## config.mk

```make
export PLATFORM = sky130hd
export DESIGN_NAME = pte_walker
export DESIGN_NICKNAME = d
export VERILOG_FILES = /design/src/rtl/pwalk_pkg.sv /design/src/rtl/pwalk_base_reg.sv /design/src/rtl/pwalk_pte_decode.sv /design/src/rtl/pwalk_seq.sv /design/src/rtl/pte_walker.sv
export SDC_FILE = /design/constraint.sdc
export NUM_CORES = 1
export LEC_CHECK = 0
export BUFFER_PORTS_ARGS = -buffer_cell sky130_fd_sc_hd__buf_4
export CORE_ASPECT_RATIO = 2
export CORE_MARGIN = 3
export CORE_UTILIZATION = 51
export DETAILED_ROUTE_END_ITERATION = 6
export HOLD_SLACK_MARGIN = 0.1
export PLACE_DENSITY = 0.92
export SLEW_MARGIN = 30
export SYNTH_ARGS = -nofsm -noshare
export SYNTH_HDL_FRONTEND = slang
export SYNTH_SLANG_ARGS = --single-unit
```

## constraint.sdc

```tcl
create_clock -name clk -period 3.45 [get_ports clk]
set_input_delay 0.69 -clock clk [delete_from_list [all_inputs] [get_ports clk]]
set_output_delay 0.69 -clock clk [all_outputs]
set_load 0.005 [all_outputs]
```

## src/rtl/pwalk_pkg.sv

```systemverilog
package pwalk_pkg;
    // Flag positions at the bottom of every table entry; the page field sits above them
    localparam int PTE_RES_BIT    = 0;
    localparam int PTE_WR_BIT     = 1;
    localparam int PTE_DIRTY_BIT  = 2;
    localparam int PTE_FLAG_BITS  = 3;

    typedef enum logic [1:0] {
        ST_IDLE = 2'd0,
        ST_READ = 2'd1,
        ST_WAIT = 2'd2,
        ST_RESP = 2'd3
    } walk_state_e;

    typedef enum logic [1:0] {
        OUT_MAPPED     = 2'd0,
        OUT_PAGE_FAULT = 2'd1,
        OUT_PROT_FAULT = 2'd2
    } walk_outcome_e;
endpackage

```

## src/rtl/pwalk_base_reg.sv

```systemverilog
// Holds the table base address and forms the entry address.
// Assumes: writes are accepted only when write_ok is high (walker idle);
// the address sum wraps modulo 2^MEM_AW.
module pwalk_base_reg #(
    parameter int VPN_W  = 20,
    parameter int MEM_AW = 32
) (
    input  logic              clk,
    input  logic              rst_n,
    input  logic              wr_en,
    input  logic              write_ok,
    input  logic [MEM_AW-1:0] wr_data,
    input  logic [VPN_W-1:0]  vpn,
    output logic [MEM_AW-1:0] entry_addr
);
    logic [MEM_AW-1:0] base_q;

    // Base register: cleared by reset, loaded only when the walker is idle
    always_ff @(posedge clk) begin
        if (!rst_n) begin
            base_q <= '0;
        end else if (wr_en && write_ok) begin
            base_q <= wr_data;
        end
    end

    // Entry address: base plus zero-extended page number
    always_comb begin
        entry_addr = base_q + MEM_AW'(vpn);
    end
endmodule

```

## src/rtl/pwalk_pte_decode.sv

```systemverilog
// Decodes one table entry against the access type.
// Assumes: entry layout from pwalk_pkg; purely combinational.
module pwalk_pte_decode
    import pwalk_pkg::*;
#(
    parameter int PPN_W = 20,
    localparam int PTE_W = PPN_W + PTE_FLAG_BITS
) (
    input  logic [PTE_W-1:0] pte,
    input  logic             is_store,
    output logic [PPN_W-1:0] ppn,
    output logic             writable,
    output logic             dirty,
    output walk_outcome_e    outcome
);
    logic resident;

    // Outcome selection and field masking
    always_comb begin
        resident = pte[PTE_RES_BIT];
        if (!resident) begin
            outcome = OUT_PAGE_FAULT;
        end else if (is_store && !pte[PTE_WR_BIT]) begin
            outcome = OUT_PROT_FAULT;
        end else begin
            outcome = OUT_MAPPED;
        end
        ppn      = (outcome == OUT_MAPPED) ? pte[PTE_FLAG_BITS +: PPN_W] : '0;
        writable = resident & pte[PTE_WR_BIT];
        dirty    = resident & pte[PTE_DIRTY_BIT];
    end
endmodule

```

## src/rtl/pwalk_seq.sv

```systemverilog
// Walk sequencer: idle, issue read, wait for data, hold response.
// Assumes: memory returns data at least one cycle after the request;
// a data strobe outside the wait state is ignored.
module pwalk_seq
    import pwalk_pkg::*;
(
    input  logic clk,
    input  logic rst_n,
    input  logic miss_valid,
    input  logic mem_rvalid,
    input  logic rsp_ready,
    output logic accept,
    output logic capture,
    output logic idle,
    output logic mem_req,
    output logic rsp_valid
);
    walk_state_e state_q, state_d;

    // Next-state selection
    always_comb begin
        state_d = state_q;
        unique case (state_q)
            ST_IDLE: if (miss_valid) state_d = ST_READ;
            ST_READ: state_d = ST_WAIT;
            ST_WAIT: if (mem_rvalid) state_d = ST_RESP;
            ST_RESP: if (rsp_ready) state_d = ST_IDLE;
            default: state_d = ST_IDLE;
        endcase
    end

    // State register
    always_ff @(posedge clk) begin
        if (!rst_n) state_q <= ST_IDLE;
        else        state_q <= state_d;
    end

    // State-decoded strobes
    always_comb begin
        idle      = (state_q == ST_IDLE);
        accept    = idle && miss_valid;
        mem_req   = (state_q == ST_READ);
        capture   = (state_q == ST_WAIT) && mem_rvalid;
        rsp_valid = (state_q == ST_RESP);
    end
endmodule

```

## src/rtl/pte_walker.sv

```systemverilog
// Single-level page table walker: one entry read per translation miss.
// Assumes: flat table indexed by page number; one read outstanding;
// response is held until rsp_ready.
module pte_walker
    import pwalk_pkg::*;
#(
    parameter int VPN_W  = 20,
    parameter int PPN_W  = 20,
    parameter int MEM_AW = 32,
    localparam int PTE_W = PPN_W + PTE_FLAG_BITS
) (
    input  logic              clk,
    input  logic              rst_n,
    input  logic              miss_valid,
    output logic              miss_ready,
    input  logic [VPN_W-1:0]  miss_vpn,
    input  logic              miss_store,
    input  logic              base_we,
    input  logic [MEM_AW-1:0] base_wdata,
    output logic              mem_req,
    output logic [MEM_AW-1:0] mem_addr,
    input  logic              mem_rvalid,
    input  logic [PTE_W-1:0]  mem_rdata,
    output logic              rsp_valid,
    input  logic              rsp_ready,
    output logic [PPN_W-1:0]  rsp_ppn,
    output logic              rsp_writable,
    output logic              rsp_dirty,
    output logic              rsp_page_fault,
    output logic              rsp_prot_fault
);
    logic             accept, capture, idle;
    logic [VPN_W-1:0] vpn_q;
    logic             store_q;
    logic [PPN_W-1:0] dec_ppn;
    logic             dec_wr, dec_dirty;
    walk_outcome_e    dec_outcome;

    pwalk_seq u_seq (
        .clk        (clk),
        .rst_n      (rst_n),
        .miss_valid (miss_valid),
        .mem_rvalid (mem_rvalid),
        .rsp_ready  (rsp_ready),
        .accept     (accept),
        .capture    (capture),
        .idle       (idle),
        .mem_req    (mem_req),
        .rsp_valid  (rsp_valid)
    );

    pwalk_base_reg #(.VPN_W(VPN_W), .MEM_AW(MEM_AW)) u_base (
        .clk        (clk),
        .rst_n      (rst_n),
        .wr_en      (base_we),
        .write_ok   (idle),
        .wr_data    (base_wdata),
        .vpn        (vpn_q),
        .entry_addr (mem_addr)
    );

    pwalk_pte_decode #(.PPN_W(PPN_W)) u_dec (
        .pte      (mem_rdata),
        .is_store (store_q),
        .ppn      (dec_ppn),
        .writable (dec_wr),
        .dirty    (dec_dirty),
        .outcome  (dec_outcome)
    );

    // Request capture: page number and access type held for the walk
    always_ff @(posedge clk) begin
        if (!rst_n) begin
            vpn_q   <= '0;
            store_q <= 1'b0;
        end else if (accept) begin
            vpn_q   <= miss_vpn;
            store_q <= miss_store;
        end
    end

    // Result capture: decoded entry latched when data returns
    always_ff @(posedge clk) begin
        if (!rst_n) begin
            rsp_ppn        <= '0;
            rsp_writable   <= 1'b0;
            rsp_dirty      <= 1'b0;
            rsp_page_fault <= 1'b0;
            rsp_prot_fault <= 1'b0;
        end else if (capture) begin
            rsp_ppn        <= dec_ppn;
            rsp_writable   <= dec_wr;
            rsp_dirty      <= dec_dirty;
            rsp_page_fault <= (dec_outcome == OUT_PAGE_FAULT);
            rsp_prot_fault <= (dec_outcome == OUT_PROT_FAULT);
        end
    end

    // Miss handshake
    always_comb begin
        miss_ready = idle;
    end
endmodule

```

# [Yosys cells after proc, flatten, opt, wreduce, memory -nomap -nowiden]
# Index checks and enable logic that the tools add are counted.
[op_classes] reduce_logical=8 addsub=1 eq_ne=8 n_mux=7 bitwise_logic=2
[op_table] cell="adder 32 x 20 -> 32 bit" n=1
[op_table] cell="two-way mux 20 bit" n=1
[op_table] cell="two-way mux 2 bit" n=5
[op_table] cell="case mux 2 bit (4 select lines)" n=1
[op_table] cell="equality test 2 bit (second input constant)" n=3
[op_table] cell="equality test 2 x 1 -> 1 bit (second input constant)" n=2
[op_table] cell="logical AND 1 bit" n=4
[op_table] cell="logical NOT 2 bit" n=2
[op_table] cell="inequality test 2 bit (second input constant)" n=2
[op_table] cell="AND reduction 3 bit" n=1
[op_table] cell="bitwise AND 1 bit" n=2
[op_table] cell="inequality test 2 x 1 -> 1 bit (second input constant)" n=1
[op_table] cell="logical NOT 1 bit" n=1
[word_totals] reg_bits=79

# [Longest topological paths before layout]
# Gate-level depths: netlist of the first run.
[logic_depth] word_depth=6 ltp_mapped=9 ltp_nobuf=9

# [By module]
# From an unflattened synthesis of the first run, not the netlist that was laid out.
[hier_totals] hier_cells=511 hier_area_um2=4516.8
[by_module_without_submodules] module="pwalk_base_reg" seq_area_each_um2=640.6 area_each_um2=2392.3 cells_per_inst=313 instances=1
[by_module_without_submodules] module="pte_walker" seq_area_each_um2=900.9 area_each_um2=1740.4 cells_per_inst=148 instances=1
[by_module_without_submodules] module="pwalk_pte_decode" seq_area_each_um2=0.0 area_each_um2=193.9 cells_per_inst=29 instances=1
[by_module_without_submodules] module="pwalk_seq" seq_area_each_um2=40.0 area_each_um2=190.2 cells_per_inst=21 instances=1

# [Least setup slack after synthesis of the first run]
# OpenSTA, ideal clock, no wires.
[synth_path] path_type="reg2out" startpoint="register u_base.base_q[0]" endpoint="output mem_addr[18]" t_required_ns=2.760 arrival_ns=2.176 path_stages_with_launch=10 slack_ns=0.584 path_cell_list="dfxtp_1 ha_1 fa_1 a21o_1 a221oi_4 o21ai_2 a41oi_4 nor2b_2 a21oi_2 xnor2_1"
[synth_between] elab_chain_cells=1
[synth_lines] item="from (decl)" line="pwalk_base_reg.sv:16" rtl="logic [MEM_AW-1:0] base_q;"
[synth_lines] item="from (signal assigned)" line="pwalk_base_reg.sv:23" rtl="base_q <= wr_data;"
[synth_lines] item="adder 32 x 20 -> 32 bit" line="pwalk_base_reg.sv:29" rtl="entry_addr = base_q + MEM_AW'(vpn);"
[synth_lines] item="to (decl)" line="pte_walker.sv:21" rtl="output logic [MEM_AW-1:0] mem_addr,"
# No other way between the ends.

# [Worst setup path after layout of the first run]
[layout_path] startpoint="register u_base.base_q[0]" endpoint="output mem_addr[16]"
# The elaborated chain is that of the path after synthesis.

==> results_dict.tcl, run 1 <==
set metrics [dict create \
    initial_core_util 0.532 \
    final_common_cell "buf_4" \
    finalCritPeriodShare 1.00 \
    clk_latency_ns 0.33 \
    synth_edf_count 0 \
    pre_cts_ws_ns 0.239 \
    cp_top_family "compound AO/OA/AOI/OAI gates" \
    maxCapViolations 0 \
    rows 46 \
    maxSlewViolCount 0 \
    grtUsageTotal 0.247 \
    crit_path_start "u_base.base_q[0]" \
    cts.reportedPaths.clkPinSlew_ns 0.06 \
    status "finished, violations left" \
    cp_data_required_time_ns 2.76 \
    endpoint_kind "output pin" \
    r2r-end "u_base.base_q[21]" \
    async_flop_share 0 \
    rsz0062_at_grt "true" \
    reg2reg_from "u_seq.state_q[0]" \
    synth_fp_nets 616 \
    io_pins 141 \
    p_int_mw 2.18 \
    cts_hold_buf 0 \
    worst_slack_ns -0.00417 \
    hold_ws_ns 0.466 \
    nFillCells 590 \
    routedWlPerCell_um 15.9 \
    cts_root_buf "clkbuf_16" \
    crit_slowest_cell "a221oi_2" \
    p_sw_frac 0.318 \
    holdPathStages 2 \
    stdcell_area_um2 5760 \
    antenna_cells 0 \
    netlist_instances 509 \
    cts_tree "yes" \
    cts_buffer_depth 2 \
    placed_area_um2 5340 \
    max-slew-margin-rel 0.381 \
    grt_pass1_vias 4272 \
    fin_setup_tns_ns -0.00417 \
    htree_levels 3 \
    antenna_found_initial 0 \
    peakVddDrop_mv 0.547 \
    p_seq_frac 0.355 \
    crit_type "reg2out" \
    tightest_slew_ns 0.928 \
    synthFlopType "dfxtp_1" \
    dp_hpwl_um 8700 \
    clock.fmax_mhz 290 \
    finalPower_mw 3.19 \
    path_cells "ha_4 -> fa_2 -> a21o_1 -> a221oi_4 -> nor2_2 -> a221oi_2 -> o21ai_2 -> a21oi_2 -> xnor2_2 -> buf_4" \
    area_growth_pct 35.3 \
    vias 4081 \
    p_comb_frac 0.321 \
    finClkSkew_ns 0.00474 \
    hold_end "u_base.base_q[11]" \
    syn_area_um2 4260 \
    p_switching_mw 1.01 \
    powerDensity_nw_per_um2 554 \
    synth_cell_types 48 \
    fin_nets 746 \
    dr.pass1.iters 5 \
    coreArea_um2 8000 \
    synth_warnings 0 \
    port_buffers 140 \
    hold_start "u_base.base_q[11]" \
    seq_area_frac_synth 0.372 \
    post_synth.cell_area_avg_um2 8.36 \
    mostFrequentLayoutCells "148 x buf_4, 122 x nand2_1, 77 x dfxtp_1, 56 x a21boi_0, 24 x nor2b_1" \
    drt-total-wl_um 11700 \
    p_leak_nw 2.56 \
    grt_max_degree 80 \
    path_buf_inv 1 \
    final_util 0.720 \
    cp.arrival_ns 2.76 \
    yosys.area.top_type "dfxtp_1" \
    cts_inserted_buffers 9 \
    die_w_um 70.6 \
    grt_first_pass_wirelength_um 19000 \
    critPathLaunchType "flip-flop" \
    drive_gt1_frac 0.297 \
    final_antenna_net_count 0 \
    ff2ff_setup_slack_ns 1.31 \
    fin_cells 740 \
    finalSetupViolations 1 \
    r2r_cells 6 \
    hold_class "reg2reg" \
    failed_checks "setup timing" \
    synth-seq-cells 79 \
    gr-total-overflow 0 \
    synth.top_cell.area_share 0.372 \
    synthTopCellsByArea "dfxtp_1 37%, nand2_1 11%, a21boi_0 9.9%, ha_1 7.1%, xnor2_1 3.9%" \
    p_clk_frac 0.325 \
    gp_congestion 0.905 \
    die-height_um 135 \
    worstPathMaxFanout 3 \
    finalHoldViolCount 0 \
    drcViolationCount 0 \
    dieArea_um2 9540 \
    min_period_ns 3.45 \
    cts_sinks 79 \
    critPathMaxStageDelay_ns 0.36 \
    placedCellCount 718 \
    drt_iter0_drc 215 \
    vias_per_cell 5.51 \
]
## worst max path at each step
stage                   end  slack, ns  depth (start not counted)
4_1_cts        mem_addr[16]      0.003                         10
3_5_place_dp   mem_addr[18]       0.24                         10
5_1_grt        mem_addr[24]      -0.03                         10
2_1_floorplan  mem_addr[18]       0.58                          9
3_3_place_gp   mem_addr[16]       0.27                         10
6_report       mem_addr[16]     -0.004                         10
## power by group through the flow
stage	combinational, mW	sequential (mW)	clock, mW
3_3_place_gp	0.965	1.13	0
5_1_grt	1.13	1.15	1.08
3_5_place_dp	1.00	1.14	0
4_1_cts	1.02	1.13	1.05
2_1_floorplan	0.592	1.12	0
6_report	1.02	1.13	1.04
## layer usage
metal	vias up	GRT usage	part of all wire
met1	1883	0.230	0.35
met5	-	0	0
met2	160	0.480	0.54
met3	36	0.0594	0.073
li1	2002	-	-
met4	0	0.128	0.038
## cell families (layout without fill, tap and decap cells)
kind of cell,count (synthesis),in the layout,share of synthesized area
and+or+nand+nor,203,203,0.217
adders and majority gates,25,25,0.0753
muxes,1,1,0.00235
xor gates and xnor gates,29,29,0.0597
buffers and inverters,40,175,0.0359
AOI/OAI and AO/OA,132,132,0.238
DFF,79,79,0.372
## cells in the mapped netlist, drive strengths merged, types with 2 or more instances
master,count
a21boi,56
o21ai,13
nand3,16
clkbuf,26
a221oi,3
o21a,2
buf,3
xor2,10
o211ai,2
nor3,4
ha,24
o21bai,3
nor2,15
dfxtp,79
a211oi,3
a22oi,20
nand4,5
nor2b,25
and3,7
xnor2,19
inv,11
nand2,123
and2,5
a21o,5
a21oi,18
## worst register-to-register path, delay by kind of cell, from the launching register on
family / cells / cell delay [ns]
adders and majority gates: 1 / 0.30
DFF: 1 / 0.35
and+or+nand+nor: 2 / 0.87
AOI/OAI and AO/OA: 1 / 0.14
buffers and inverters: 2 / 0.41
## state kept, by name, indices dropped and copies added (netlist names)
register        cells
rsp_prot_fault      1
rsp_dirty           1
u_base.base_q      32
rsp_writable        1
u_seq.state_q       2
rsp_ppn            20
rsp_page_fault      1
vpn_q              20
store_q             1
## area by class of cell
type                    count  area, µm²  share of cell area
inverters                  11       41.3             0.00717
multi-input cells         390       2570               0.446
well taps                  96        120              0.0209
clock buffers              11        253              0.0439
clock inverters             5       80.1              0.0139
repair buffers            148       1110               0.193
flip-flops and latches     79       1580               0.275
## what timing repair did
action                                  4_1_cts  5_1_grt
hold endpoints to repair                      0        0
resized for setup                             3        7
setup buffers                                 4        2
endpoints found under the setup margin        8        8
pin swaps                                     8       11
Power figures use the tool's default switching activity.
==> run 2, diff against run 1 <==
==> constraint.sdc (replaced) <==
create_clock -name clk -period 3.45 [get_ports clk]
set_input_delay 0.1725 -clock clk [delete_from_list [all_inputs] [get_ports clk]]
set_output_delay 0.1725 -clock clk [all_outputs]
set_load 0.005 [all_outputs]
==> run 2 against run 1 <==
  * The flow now finishes without violations
  * Combinational power barely moved
  * First-iteration DRC count fell by 9.8%
  * Clock power barely moved
  * Via count rose by 3.1%
  * Critical path type unchanged
  * Worst setup slack improved by 0.34 ns
  * Core utilization rose by 2.6 points
  * Cell area rose by 3.6%
==> results_dict.tcl, run 2 (same netlist as run 1, synthesis figures left out) <==
set metrics [dict create \
    initial_core_util 0.532 \
    drive_gt1_frac 0.262 \
    dp_hpwl_um 8730 \
    peakVddDrop_mv 0.381 \
    maxCapViolations 0 \
    htree_levels 3 \
    fin_nets 770 \
    reg_top3 "u_base.base_q (32), rsp_ppn (20), vpn_q (20)" \
    cts_buffer_depth 2 \
    p_sw_frac 0.315 \
    dieArea_um2 9540 \
    gr-total-overflow 0 \
    finClkSkew_ns 0.00509 \
    fin_setup_tns_ns 0 \
    cp_data_required_time_ns 3.28 \
    mostFrequentLayoutCells "142 x buf_4, 122 x nand2_1, 79 x dfxtp_1, 56 x a21boi_0, 30 x dlygate4sd3_1" \
    routedWlPerCell_um 15.8 \
    final_util 0.745 \
    p_seq_frac 0.352 \
    cts.reportedPaths.clkPinSlew_ns 0.06 \
    reg2reg_from "u_seq.state_q[0]" \
    cp.arrival_ns 2.94 \
    stdcell_area_um2 5960 \
    finalSetupViolations 0 \
    placedCellCount 718 \
    p_leak_nw 2.65 \
    endpoint_kind "output pin" \
    placed_area_um2 5340 \
    clk_latency_ns 0.33 \
    tightest_slew_ns 0.809 \
    rsz0062_at_grt "false" \
    p_clk_frac 0.321 \
    cts_sinks 79 \
    fin_cells 764 \
    worstPathMaxFanout 4 \
    p_int_mw 2.19 \
    hold_start "miss_store" \
    grt_max_degree 80 \
    drt_iter0_drc 194 \
    grtUsageTotal 0.253 \
    powerDensity_nw_per_um2 537 \
    max-slew-margin-rel 0.460 \
    finalHoldViolCount 0 \
    vias_per_cell 5.51 \
    critPathLaunchType "flip-flop" \
    largest_register_ffs 32 \
    vias 4206 \
    clock.fmax_mhz 321 \
    crit_type "reg2out" \
    die_w_um 70.6 \
    status "complete, no violations" \
    io_pins 141 \
    min_period_ns 3.11 \
    post_cts_resized 0 \
    die-height_um 135 \
    port_buffers 140 \
    grt_first_pass_wirelength_um 19500 \
    hold_class "in2reg" \
    regMostFlops "u_base.base_q" \
    rows 46 \
    antenna_found_initial 0 \
    gp_congestion 0.920 \
    grt_pass1_vias 4374 \
    crit_path_start "u_base.base_q[0]" \
    drt-total-wl_um 12100 \
    maxSlewViolCount 0 \
    p_comb_frac 0.326 \
    finalCritPeriodShare 0.902 \
    cts_root_buf "clkbuf_16" \
    final_antenna_net_count 0 \
    area_growth_pct 40.1 \
    coreArea_um2 8000 \
    p_switching_mw 1.01 \
    cts_inserted_buffers 9 \
    drcViolationCount 0 \
    cts_tree "yes" \
    dr.pass1.iters 5 \
    antenna_cells 0 \
    final_common_cell "buf_4" \
]
-- run 2: routing by layer --
| layer | up-vias | routed length, µm | global-route usage |
|---|---|---|---|
| met5 | - | 0 | 0 |
| met4 | 0 | 468 | 0.128 |
| met3 | 38 | 835 | 0.0639 |
| met2 | 176 | 6560 | 0.481 |
| met1 | 1938 | 4230 | 0.244 |
| li1 | 2054 | - | - |
-- run 2: worst max-delay path, stage by stage, from the launching register on --
cell	delay [ns]
dfxtp_1	0.32
ha_1	0.22
fa_1	0.41
a21o_1	0.24
a221oi_4	0.37
nor2_2	0.06
a221oi_2	0.37
o21ai_1	0.13
a21oi_2	0.16
xnor2_1	0.16
buf_4	0.16
-- run 2: worst paths after layout --
check / end / slack (ns) / depth (start not counted)
min: store_q / 0.10 / 3
max: mem_addr[16] / 0.34 / 10
max reg2reg: rsp_ppn[8] / 1.36 / 7
min reg2reg: vpn_q[3] / 0.47 / 2
-- run 2: repair_timing --
| item | 4_1_cts | 5_1_grt |
|---|---|---|
| endpoints found under the hold margin | 30 | 0 |
| setup buffers | 0 | 0 |
| hold buffers | 30 | 0 |
-- run 2: power groups by stage --
stage | Sequential, mW | Clock (mW) | Combinational, mW
after floorplan | 1.12 | 0 | 0.592
after global placement | 1.13 | 0 | 0.965
after detailed placement | 1.15 | 0 | 1.00
after CTS | 1.13 | 1.04 | 1.04
after global routing | 1.14 | 1.07 | 1.15
final | 1.13 | 1.03 | 1.04
-- run 2: per-stage QoR --
| step | total power [mW] | hold slack [ns] | setup WS, ns |
|---|---|---|---|
| final | 3.20 | 0.104 | 0.338 |
| after detailed placement | 2.15 | 0.442 | 0.756 |
| after CTS | 3.21 | 0.100 | 0.365 |
| after floorplan | 1.71 | 0.317 | 1.10 |
| after global placement | 2.10 | 0.429 | 0.784 |
| after global routing | 3.36 | 0.109 | 0.211 |
-- run 2: area by class of cell --
cell class	instances	area, µm²
Clock buffer	13	260
Clock inverter	3	65.1
Fill cell	543	2040
Inverter	11	41.3
Multi-Input combinational cell	390	2530
Sequential cell	79	1580
Tap cell	96	120
Timing Repair Buffer	172	1370
